[config.mk]
export PLATFORM = sky130hd
export DESIGN_NAME = rot_staged
export DESIGN_NICKNAME = d
export VERILOG_FILES = /design/src/rtl/rot_pkg.sv /design/src/rtl/rot_launch_reg.sv /design/src/rtl/rot_cell.sv /design/src/rtl/rot_stage.sv /design/src/rtl/rot_staged.sv
export SDC_FILE = /design/constraint.sdc
export NUM_CORES = 1
export LEC_CHECK = 0
export CAP_MARGIN = 20
export CORE_MARGIN = 2
export CORE_UTILIZATION = 43
export DETAILED_ROUTE_END_ITERATION = 8
export GPL_ROUTABILITY_DRIVEN = 1
export HOLD_SLACK_MARGIN = 0.03
export PLACE_DENSITY_LB_ADDON = 0.3
export SYNTH_ARGS = -nofsm -noshare
export SYNTH_HDL_FRONTEND = slang
export SYNTH_SLANG_ARGS = --single-unit
[constraint.sdc]
create_clock -name clk -period 3.6 [get_ports clk]
set_input_delay 0.72 -clock clk [delete_from_list [all_inputs] [get_ports clk]]
set_output_delay 0.72 -clock clk [all_outputs]
set_load 0.02 [all_outputs]
[src/rtl/rot_pkg.sv]
// Package: shared helpers for the staged rotator.
// Assumes the word width is a power of two.
package rot_pkg;
    // Column that feeds column col when stage stg moves the word.
    function automatic int src_col(input int col, input int stg, input int width);
        return (col + (1 << stg)) % width;
    endfunction
endpackage

[src/rtl/rot_launch_reg.sv]
// Launch register: holds the word that feeds the first rotate stage.
// Assumes a synchronous active-low reset; it loads only when load is high.
module rot_launch_reg #(
    parameter int N = 8
) (
    input  logic         clk,
    input  logic         rst_n,
    input  logic         load,
    input  logic [N-1:0] d,
    output logic [N-1:0] q
);
    // Capture d on load, otherwise hold.
    always_ff @(posedge clk) begin
        if (!rst_n)    q <= '0;
        else if (load) q <= d;
    end
endmodule

[src/rtl/rot_cell.sv]
// Rotate cell: a 2:1 mux whose result is ANDed with a row and a column enable.
// Purely combinational.
module rot_cell (
    input  logic pass_in,
    input  logic move_in,
    input  logic sel,
    input  logic row_en,
    input  logic col_en,
    output logic y
);
    // Choose a source, then gate it.
    always_comb y = (sel ? move_in : pass_in) & row_en & col_en;
endmodule

[src/rtl/rot_stage.sv]
// Rotate stage STG: moves the word by 2^STG toward bit 0 when sel is high.
// Every column is gated by the shared row enable and its own column enable.
module rot_stage #(
    parameter int N   = 8,
    parameter int STG = 0
) (
    input  logic [N-1:0] din,
    input  logic         sel,
    input  logic         row_en,
    input  logic [N-1:0] col_en,
    output logic [N-1:0] dout
);
    import rot_pkg::*;

    for (genvar j = 0; j < N; j++) begin : g_col
        localparam int SRC = src_col(j, STG, N);
        rot_cell u_cell (
            .pass_in (din[j]),
            .move_in (din[SRC]),
            .sel     (sel),
            .row_en  (row_en),
            .col_en  (col_en[j]),
            .y       (dout[j])
        );
    end
endmodule

[src/rtl/rot_staged.sv]
// Staged rotator top: launch register, M mux stages, optional output register.
// Assumes N is a power of two and at least 2. With OUT_REG = 0 the path from the
// launch register to s is combinational; with OUT_REG = 1 it adds one cycle.
module rot_staged #(
    parameter int N       = 8,
    parameter bit OUT_REG = 1'b0,
    localparam int M      = $clog2(N)
) (
    input  logic         clk,
    input  logic         rst_n,
    input  logic         load,
    input  logic [N-1:0] d,
    input  logic [M-1:0] r,
    input  logic [M-1:0] eh,
    input  logic [N-1:0] ev,
    output logic [N-1:0] s
);
    logic [N-1:0] launch_q;
    logic [N-1:0] chain [0:M];

    rot_launch_reg #(.N(N)) u_launch (
        .clk   (clk),
        .rst_n (rst_n),
        .load  (load),
        .d     (d),
        .q     (launch_q)
    );

    // Feed the first stage from the launch register.
    always_comb chain[0] = launch_q;

    for (genvar i = 0; i < M; i++) begin : g_stage
        rot_stage #(.N(N), .STG(i)) u_stage (
            .din    (chain[i]),
            .sel    (r[i]),
            .row_en (eh[i]),
            .col_en (ev),
            .dout   (chain[i+1])
        );
    end

    if (OUT_REG) begin : g_oreg
        logic [N-1:0] s_q;
        // Register the last stage result.
        always_ff @(posedge clk) begin
            if (!rst_n) s_q <= '0;
            else        s_q <= chain[M];
        end
        assign s = s_q;
    end else begin : g_comb
        assign s = chain[M];
    end
endmodule

# After elaboration in Yosys (flattened, before gate mapping)
# Index checks and enable logic that the tools add are counted.
[totals]
reg_bits = 8
in_bits = 25
output_inout_bits = 8
elab_cells = 73
[classes]
mux = 24
bitwise_logic = 48
[op_table]
columns = ["cell", "n"]
rows = [
  ["$and A1 B1 Y1", 48],
  ["$mux W1", 24],
]

# Longest topological paths before layout
[logic_depth]
ltp_word = 9
ltp_mapped = 6
ltp_nobuf = 3

# Cells and area by module
# Synthesis repeated with hierarchy kept, for this count alone.
[unflattened]
cells_unflattened = 97
area_unflattened_um2 = 721.9
[modules_own_cells]
columns = ["mod", "n_inst", "cells_each", "area_per_inst_um2", "seq_area_each_um2"]
rows = [
  ["rot_cell", 24, 3, 17.5, 0.0],
  ["rot_launch_reg", 1, 25, 301.5, 160.2],
]

# Worst setup path after synthesis
# Ideal clock, no wire load.
[synth_timing]
path_type = "input port to output port"
start = "input port r[0]"
end = "output port s[5]"
arrival_ps = 1619
required_ps = 2880
setup_slack_ps = 1261
stages = 5
path_buffers = 2
path_cell_list = "buf_6 > mux2i_1 > o22ai_1 > a32o_1 > buf_4"
[synth_via]
elab_chain_len = 9
word_cells_on_any_way = 21
classes_between = "mux: 7; bitwise: 14"
[synth_rtl]
columns = ["item", "line_no", "source"]
rows = [
  ["start: declaration", "rot_staged.sv:13", "input logic [M-1:0] r,"],
  ["$mux W1", "rot_cell.sv:12", "always_comb y = (sel ? move_in : pass_in) & row_en & col_en;"],
  ["$and A1 B1 Y1 (2 in a row)", "rot_cell.sv:12", ""],
  ["$mux W1", "rot_cell.sv:12", ""],
  ["$and A1 B1 Y1 (2 in a row)", "rot_cell.sv:12", ""],
  ["$mux W1 *", "rot_cell.sv:12", ""],
  ["$and A1 B1 Y1 * (2 in a row)", "rot_cell.sv:12", ""],
  ["end: declaration", "rot_staged.sv:16", "output logic [N-1:0] s"],
]
# Mark *: on every way between the ends. The rest lies on a longest branch, timed or not.

# Final worst setup path
[layout_timing]
start = "input port r[1]"
end = "output port s[4]"
[layout_via]
elab_chain_len = 6
word_cells_on_any_way = 9
classes_between = "mux: 3; bitwise: 6"
[layout_rtl]
columns = ["item", "line_no"]
rows = [
  ["$mux W1", "rot_cell.sv:12"],
  ["$and A1 B1 Y1 (2 in a row)", "rot_cell.sv:12"],
  ["$mux W1 *", "rot_cell.sv:12"],
  ["$and A1 B1 Y1 * (2 in a row)", "rot_cell.sv:12"],
]
# Marks and branches as above.

==> flow_metrics.py <==
metrics = {
    "outcome": {
        "outcome": "finished, final reports clean",
    },
    "clock_network": {
        "ctsHtreeMaxLevel": 1,
        "cts_root_buf": "sky130_fd_sc_hd__clkbuf_4",
        "total_clock_buffers_created_by_cts": 3,
        "clkLatencyLatePin_ns": 0.25,
        "cts_hold_repair.buffers": 0,
        "cts_tree": "built",
        "post_cts_resize_count": 0,
        "cts_setup_buffers": 0,
        "register_clock_pin_slew_on_the_reported_worst_setup_and_hold_paths_ns": 0.05,
        "cts-root-to-sink-buffers": 2,
        "numClockSinks": 8,
    },
    "cells_and_area": {
        "fraction_of_layout_instances_using_a_drive_strength_above_1_pct": 6.73,
        "area_delta_synth_final_pct": 40.0,
        "insertedDiodeCount": 0,
        "top_flop_regs": "u_launch.q (8)",
        "largest_register_ffs": 8,
        "num-nets-final": 131,
        "registers.top_by_ff_count": "u_launch.q",
    },
    "sta": {
        "setup_total_negative_slack_ns": 0,
        "hold_viol": 0,
        "layout_min_cycle_time_ns": 3.44,
        "tightest_pin_transition_ns": 0.548,
        "rsz_0062_raised_after_global_routing": "no",
        "timing.final.setup_violations": 0,
        "slew-limit-headroom_pct": 63.4,
        "max_freq_mhz": 291,
        "final_min_period_over_clock_period_pct": 95.6,
        "fin_skew_ns": 0,
        "timing.hold.ws_ns": 0.543,
        "number_of_slew_limit_violations_in_the_final_report": 0,
    },
    "global_routing": {
        "maximum_number_of_pins_on_one_net_before_global_route_repair": 17,
        "grt_antenna_before_repair": 0,
        "grt_first_pass_wirelength_um": 2520,
        "grt_pass1_vias": 645,
        "grt_util_all_layers_pct": 17.0,
        "global_route.overflow_total": 0,
    },
    "place": {
        "place.port_buffers": 32,
        "gp_routability_congestion": 0.709,
        "dp.final_hpwl_um": 1280,
    },
    "synth": {
        "post_synth.cell_area_avg_sq_um": 8.79,
        "synth.cell_area_sq_um": 703,
        "syn-num-nets": 105,
        "synthCells": 80,
        "ys_seq_area_share_pct": 22.8,
        "ranking_of_synthesized_cells_by_area": "sky130_fd_sc_hd__dfxtp_1, sky130_fd_sc_hd__mux2i_1, sky130_fd_sc_hd__buf_4, sky130_fd_sc_hd__a32o_1, sky130_fd_sc_hd__nor2b_1",
        "yosys.area.top_type_share_pct": 22.8,
        "synth-seq-cells": 8,
        "yosysUniqueCellTypes": 18,
        "ys.warnings.count": 0,
        "synth_top_area_cell": "sky130_fd_sc_hd__dfxtp_1",
    },
    "critical_path": {
        "crit_path_start": "r[1]",
        "cp.depth": 4,
        "crit_buf_inv": 2,
        "cp.arrival_ns": 2.72,
        "worstSetupStartpointType": "input pin",
        "endpoint": "s[4]",
        "crit_path_max_incr_delay_ns": 0.67,
        "reg2reg_from": "u_launch.q[7]",
        "crit_path_end_kind": "output port",
        "critPathMaxFanout": 16,
        "cpMostUsedCell": "sky130_fd_sc_hd__clkdlybuf4s50_1",
        "rrSetupSlack_ns": 2.96,
        "rr_endpoint": "u_launch.q[7]",
        "critPathSlowestCell": "sky130_fd_sc_hd__clkdlybuf4s50_1",
        "cp_required_ns": 2.88,
        "cpLargestDelayFamily": "buffers and inverters",
        "timing.critical_path.cells": "clkdlybuf4s50_1 -> o32ai_1 -> a32o_2 -> clkdlybuf4s50_1",
        "worst-r2r-cell-count": 2,
        "crit_path_kind": "in -> out",
    },
    "route": {
        "ant_nets": 0,
        "postRouteWirelength_um": 1580,
        "drt-vias-per-instance": 5.70,
        "post-route-drc-count": 0,
        "detail_route.wl_per_cell_um": 13.2,
        "drt_pre_antenna_iters": 4,
        "routed-via-count": 684,
        "drt-initial-drc-count": 12,
    },
    "floorplanning": {
        "floorplan.die_area_sq_um": 1970,
        "rows": 14,
        "core-area_sq_um": 1520,
        "die_w_um": 44.4,
        "fp.dieH_um": 44.4,
        "ios": 33,
        "initial_core_util_pct": 46.1,
    },
    "worst_hold_path": {
        "min-delay-path-class": "reg -> reg",
        "hp-start": "u_launch.q[1]",
    },
    "power": {
        "cellPowerDensity_nw_per_um2": 237,
        "cellLeakagePower_nw": 0.420,
        "ir_worst_vdd_v": 0.000212,
    },
    "run": {
        "max_cap_viol_count": 0,
    },
}
[worst min path at each step]
stage | cells after the start | to | slack [ns]
CTS | 2 | u_launch.q[3] | 0.54
floorplan | 2 | u_launch.q[0] | 0.50
finish | 2 | u_launch.q[1] | 0.54
global placement | 2 | u_launch.q[1] | 0.52
detailed placement | 2 | u_launch.q[3] | 0.54
global route | 2 | u_launch.q[1] | 0.57
[cell type report]
cell class,instances,area (sq um)
clock buffers,3,22.5
fillers,135,539
inverters,5,18.8
multi-input cells,55,435
flip-flops and latches,8,160
well taps,16,20.0
repair buffers,33,328
[synthesized netlist by cell type (all sizes together)]
cell and instances:
o32ai 5, nand2 8, clkbuf 1, mux2i 16
and4 1, dfxtp 8, a32o 8, inv 5
nand3 1, nor2b 8, buf 11, o22ai 3
nor2 1, and3 4
[report_power, final]
group	switching [mW]	total (mW)	internal, mW
clock network	0.0291	0.0671	0.0380
logic	0.0277	0.0681	0.0404
registers	0.00425	0.0983	0.0941
total	0.0610	0.234	0.173
[cells by family (layout without fill, tap and decap cells)]
kind of cell,count (synthesis),after routing,synth area share (%)
flops,8,8,22.8
simple gates,23,23,17.4
compound gates,16,16,21.7
mux,16,16,22.8
buf+inv,17,41,15.3
[placed cells by master, fill, tap and decap left out, drive strengths merged]
cell type,n
o32ai,5
a32o,8
inv,5
dfxtp,8
and4,1
nor2,1
buf,1
o22ai,3
nand2,8
clkbuf,3
nand3,1
and3,4
mux2i,16
clkdlybuf4s50,32
nor2b,8
[worst min-delay path: stages (launching register included)]
cell,delay (ns)
sky130_fd_sc_hd__dfxtp_1,0.32
sky130_fd_sc_hd__mux2i_1,0.12
sky130_fd_sc_hd__nor2b_1,0.05
[metrics by stage]
stage | power (mW) | utilization (%) | std cells | instance area (sq um) | setup WS [ns]
after floorplan | 0.134 | - | 80 | 703 | 1.26
after global placement | 0.166 | 63.1 | 117 | 962 | 0.241
after global routing | 0.247 | 64.6 | 120 | 985 | 0.0628
final | 0.234 | 64.6 | 120 | 985 | 0.158
after CTS | 0.236 | 64.6 | 120 | 985 | 0.158
after detailed placement | 0.168 | 63.1 | 117 | 962 | 0.161
[metal layers]
layer / up-vias / share of wire, % / global-route usage, %
li1: 340 / - / -
met1: 313 / 42 / 19.4
met2: 27 / 50 / 30.9
met3: 4 / 6.1 / 1.22
met4: 0 / 1.7 / 9.70
met5: - / 0 / 0
No activity file was read; power rests on OpenSTA's default activity.
